## src/rtl/bitfield_unit.sv

```systemverilog
module bitfield_unit #(
  parameter int DATA_W  = 32,
  parameter int POS_W   = 5,
  parameter int WCODE_W = 4
) (
  input  logic                       clk,
  input  logic                       rst,
  input  logic                       req_valid,
  input  logic                       req_insert,
  input  logic [DATA_W-1:0]          src,
  input  logic [DATA_W-1:0]          dst,
  input  logic [POS_W+WCODE_W-1:0]   field_spec,
  output logic [DATA_W-1:0]          result,
  output logic                       res_valid
);
  localparam int SPEC_W = POS_W + WCODE_W;
  localparam int FULL_W = 1 << WCODE_W;

  logic [POS_W-1:0]   pos;
  logic [WCODE_W-1:0] wcode;
  logic [WCODE_W:0]   width;
  logic [DATA_W-1:0]  low_mask, field_mask, extracted, placed, diff, next_res;

  assign pos        = field_spec[SPEC_W-1:WCODE_W];
  assign wcode      = field_spec[WCODE_W-1:0];
  assign width      = (wcode == '0) ? FULL_W[WCODE_W:0] : {1'b0, wcode};
  assign low_mask   = ~({DATA_W{1'b1}} << width);
  assign field_mask = low_mask << pos;
  assign extracted  = (src >> pos) & low_mask;
  assign placed     = (src & low_mask) << pos;
  assign diff       = (placed ^ dst) & field_mask;
  assign next_res   = req_insert ? (dst ^ diff) : extracted;

  always_ff @(posedge clk) begin
    if (rst) begin
      result    <= '0;
      res_valid <= 1'b0;
    end else begin
      res_valid <= req_valid;
      if (req_valid) result <= next_res;
    end
  end
endmodule

```

## config.mk

```make
export PLATFORM = sky130hd
export DESIGN_NAME = bitfield_unit
export DESIGN_NICKNAME = d
export VERILOG_FILES = /design/src/rtl/bitfield_unit.sv
export SDC_FILE = /design/constraint.sdc
export NUM_CORES = 1
export LEC_CHECK = 0
export BUFFER_PORTS_ARGS = -buffer_cell sky130_fd_sc_hd__buf_4
export CAP_MARGIN = 0
export CELL_PAD_IN_SITES_DETAIL_PLACEMENT = 1
export CELL_PAD_IN_SITES_GLOBAL_PLACEMENT = 1
export CORE_ASPECT_RATIO = 0.9
export CORE_MARGIN = 2
export CORE_UTILIZATION = 38
export CTS_CLUSTER_DIAMETER = 30
export DETAILED_ROUTE_END_ITERATION = 12
export GPL_TIMING_DRIVEN = 0
export HOLD_SLACK_MARGIN = 0.02
export PLACE_DENSITY_LB_ADDON = 0.05
export SLEW_MARGIN = 15
export SYNTH_ARGS = -nofsm -noshare
export SYNTH_HDL_FRONTEND = slang
export SYNTH_SLANG_ARGS = --single-unit
```

## constraint.sdc

```tcl
create_clock -name clk -period 2.4 [get_ports clk]
set_clock_uncertainty 0.1 [all_clocks]
set_input_delay 0.24 -clock clk [delete_from_list [all_inputs] [get_ports clk]]
set_output_delay 0.24 -clock clk [all_outputs]
set_load 0.02 [all_outputs]
```

; After elaboration in Yosys (flattened, before gate mapping)
; Cells that the tools add are included.
[op_classes]
n_reduce_logical = 1
mux = 2
n_bitwise = 6
shift = 4
[ops]
columns = cell, n
row1 = 32-bit AND, 3
row2 = 32-bit by 5-bit left shift with 32-bit output, 2
row3 = 32-bit XOR, 2
row4 = 32-bit 2-to-1 mux, 1
row5 = 32-bit NOT, 1
row6 = 32-bit by 5-bit left shift with 32-bit output (first input constant), 1
row7 = 32-bit by 5-bit >> shifter with 32-bit output, 1
row8 = 5-bit 2-to-1 mux, 1
row9 = 4-bit logical NOT, 1
[word_totals]
output_inout_bits = 33
ff_bits = 33
inputBits = 77
word_cells = 15

; Depth between registers and ports, before layout
[logic_depth]
word_depth = 10
ltp_mapped = 11
mapped_depth_nobuf = 7

; Worst setup path before layout
; Ideal clock, no wire load.
[synth_path]
kind = input-to-reg
from = input field_spec[2]
to = register result[22]
n_path_buf = 3
path_slack_ns = 0.143
setup_ns = 0.122
arrival_ns = 2.035
t_required_ns = 2.178
path_stages = 10
path_cell_list = buf_6 or4_1 buf_4 buf_6 a211oi_2 o41ai_1 o22a_1 o211ai_1 a21oi_1 a221o_1
[synth_via]
elab_chain_cells = 10
elab_cells_between_ends = 12
classes_between = 3 x shift / 2 x mux / 6 x bitwise / 1 x reduce/logical
[synth_rtl]
columns = item, line
row1 = from (decl), 12  ; input logic [POS_W+WCODE_W-1:0] field_spec,
row2 = 4-bit logical NOT, 26  ; assign width = (wcode == '0) ? FULL_W[WCODE_W:0] : {1'b0, wcode};
row3 = 5-bit 2-to-1 mux *, 26
row4 = 32-bit by 5-bit left shift with 32-bit output *, 27  ; assign low_mask = ~({DATA_W{1'b1}} << width);
row5 = 32-bit NOT *, 27
row6 = 32-bit AND, 30  ; assign placed = (src & low_mask) << pos;
row7 = 32-bit by 5-bit left shift with 32-bit output, 30
row8 = 32-bit XOR, 31  ; assign diff = (placed ^ dst) & field_mask;
row9 = 32-bit AND, 31
row10 = 32-bit XOR, 32  ; assign next_res = req_insert ? (dst ^ diff) : extracted;
row11 = 32-bit 2-to-1 mux *, 32
row12 = to (signal assigned), 40  ; if (req_valid) result <= next_res;
row13 = to (decl), 13  ; output logic [DATA_W-1:0] result,
; Every way passes the cells marked *; elsewhere a longest branch is shown, timed or not.
; A chain may end at the register's enable or synchronous reset.

; Worst setup path in the final report
[layout_path]
from = input field_spec[5]
to = register result[13]
[layout_via]
elab_chain_cells = 5
elab_cells_between_ends = 8
classes_between = 3 x shift / 1 x mux / 4 x bitwise
[layout_rtl]
columns = item, line
row1 = 32-bit by 5-bit left shift with 32-bit output, 30
row2 = 32-bit XOR, 31
row3 = 32-bit AND, 31
row4 = 32-bit XOR, 32
row5 = 32-bit 2-to-1 mux *, 32
; Marked as above.

==> impl_metrics.toml <==
[sta]
tightest_slew_ns = 0.7727
rsz0062_at_grt = "true"
fin_ws_ns = -0.1004
fin_crit_ns = 2.500
relSlewSlack_pct = 47.81
fin_tns_setup_ns = -0.3460
hold_viol = 0
finalSetupViolations = 8
period_share_pct = 104.2
clock.fmax_mhz = 399.9
drv_slew = 0

[layout]
drive_gt1_share_pct = 36.78
final_nets = 1025
fin_cells = 1152
area_growth_syn_to_layout_pct = 35.58
stdcell_area_sq_um = 8158
fin_util_pct = 52.83

[setup_path]
path_class = "in2reg"
cp_num_buf_inv = 4
cp_slowest_cell = "a2111o_1"
cp_num_cells = 9
start_kind = "input port"
reg2reg_depth = 3
path_max_fanout = 10
cp.arrival_ns = 2.60
crit_family = "compound AO/OA/AOI/OAI gates"
cp-end-kind = "flip-flop"
cp_common_cell = "buf_4"
cp.required_ns = 2.50
crit_chain = "clkbuf_4 > inv_1 > buf_4 > buf_4 > nand2_1 > o32ai_4 > a211oi_1 > a2111o_1 > a311oi_2"
slowest_delay_ns = 0.42

[drt]
route.detailed.drc = 0
wl_per_cell_um = 34.64
first_pass_iters = 9
viasPerCell = 7.558
wl_mm = 39.91
num_vias = 8707
drt-initial-drc-count = 1349
ant_nets = 0

[logic_synthesis]
yosys_register_bits = 33
ys_async_sr_fraction_pct = 0
synthTopCellsByArea = "dfxtp_1 11%, mux4_2 10%, mux2i_1 8.5%, nand2_1 6.7%, nor2_1 4.9%"
synthXorXnorAreaFrac_pct = 0.2911
yosys.area_share.simple_pct = 22.44
synth_nets = 888
yosys-top-cells-count = "108 x nand2_1, 78 x nor2_1, 51 x mux2i_1, 46 x o21ai_0, 44 x a21oi_1"
synth_top_family_by_area = "compound AO/OA/AOI/OAI gates"
yosysMostFrequentCell = "nand2_1"
yosys-mux-area-fraction_pct = 21.02
synth-compound-area-share_pct = 36.74
netlist_area_sq_um = 6017
synth_edf_count = 0
synth_top_area_share_pct = 10.98
synth_top_area_cell = "dfxtp_1"
syn_area_per_cell_sq_um = 7.419
synth_cells = 811
yosysWarnings = 0
synth-main-ff-cell = "dfxtp_1"
synth_fa_ha_area_share_pct = 0
ys_seq_area_share_pct = 10.98
synthDistinctLibCells = 87

[floorplanning]
fp-row-count = 43
die_area_sq_um = 16860
fp.dieW_um = 136.6
core_area_sq_um = 15440
io_pins = 110
initial_core_util_pct = 38.97
die_y_um = 123.4

[cts]
cts_tree = "yes"
clk_latency_ns = 0.29
htree_levels = 2
clkTransAtPathRegs_ns = 0.06
cts.path.max_buffers = 2
cts_buffers = 5
cts_root_buffer = "clkbuf_16"
cts_num_sinks = 33
hold_buffers = 0

[grt]
track_usage_pct = 46.25
antenna_found_initial = 1
grt_overflow = 0
grt_pass1_wl_mm = 55.95
grt_pass1_vias = 8289
grt_max_degree = 12

[power_and_ir_drop]
seqPwrFrac_pct = 19.2
swShare_pct = 47.06
p_leak_nw = 3.131
peakVddDrop_uv = 291.7
p_comb_share_pct = 59.6
pwr-share-clk_pct = 21.2
internal-power_w = 0.001661
switchingPower_w = 0.001476
powerDensity_nw_per_um2 = 384.5

[placement]
place_area_sq_um = 7036
place_inst = 1115
place_ws_ns = -1.032
dp_hpwl_mm = 30.61
io_buffers = 102
place_congestion = 1.051

[job]
cap_violations = 0

[min_path]
hold_path_class = "in2reg"
hold_depth = 3

[status]
violations = "setup timing"
status = "finished, violations left"
[logic make-up after synthesis]
logic type / count (synthesis)
flops: 33
mux: 91
buf+inv: 101
compound gates: 300
simple gates: 284
xor+xnor: 2
[worst paths after layout]
check / from / endpoint / slack [ns]
max: field_spec[5] / result[13]$_SDFFE_PP0P_ / -0.10
min: dst[31] / result[31]$_SDFFE_PP0P_ / 0.09
max reg2reg: result[12]$_SDFFE_PP0P_ / result[12]$_SDFFE_PP0P_ / 1.25
min reg2reg: result[26]$_SDFFE_PP0P_ / result[26]$_SDFFE_PP0P_ / 0.37
[power groups by stage]
stage	Sequential (W)	Clock (W)	Combinational [W]
after floorplan	0.000657	0	0.000835
after global placement	0.000613	0	0.00149
after detailed placement	0.000615	0	0.00152
after CTS	0.000603	0.000660	0.00164
after global routing	0.000607	0.000685	0.00190
final	0.000604	0.000664	0.00187
[registers in the layout, indices dropped and copies added, names as in the netlist]
signal	cells
res_valid	1
result	32
[area by class of cell]
type	count	area (sq um)
diodes	1	2.502
plain buffers	82	609.3
inverters	19	76.32
multi-input cells	677	5425
clock buffers	5	125.1
clock inverters	3	17.52
fillers	1875	7283
flip-flops and latches	33	660.6
well taps	202	252.7
repair buffers	130	988.4
[worst register-to-register path, delay by kind of cell, from the launching register on]
kind | cells | cell delay [ns]
DFF | 1 | 0.36
and+or+nand+nor | 1 | 0.05
AOI/OAI and AO/OA | 2 | 0.59
[layout by cell type (no fill, tap or decap), drive strengths merged, types with 5 or more instances in the layout]
cell type and instances:
a311oi 8, a22oi 9, o21a 7, nand2b 6, o22a 8, and2 5
mux2i 51, nor2 78, o22ai 14, dfxtp 33, a211oi 17, a21oi 45
a32oi 8, nand3 23, a221o 5, a2bb2oi 7, o31ai 8, nand2 108
a31oi 15, mux2 13, o311ai 6, nor3 15, o211ai 22, a22o 7
mux4 27, a221oi 13, or3 5, and3 10, o32ai 5, o21ai 52
o221ai 10, nor2b 9, inv 17, buf 174, clkbuf 43
[metal layers]
metal  routed length (um)  global-route usage [%]  up-vias
met4                 2582                   21.48        2
met2                16650                   68.69      829
li1                     -                       -     3444
met5                   37                       0        -
met1                15220                   60.67     4231
met3                 5419                   15.01      201
[stage by stage]
step | power [W] | hold slack [ns]
5_1_grt | 0.003190 | 0.1226
3_5_place_dp | 0.002133 | 0.3537
2_1_floorplan | 0.001492 | 0.2899
6_report | 0.003137 | 0.08756
3_3_place_gp | 0.002098 | 0.3430
4_1_cts | 0.002905 | 0.08960
[timing repair]
action | CTS | global route
resized for setup | 109 | 84
endpoints found under the setup margin | 32 | 32
buffers inserted | 10 | 18
pin swaps | 6 | 14
Power figures use the tool's default switching activity.
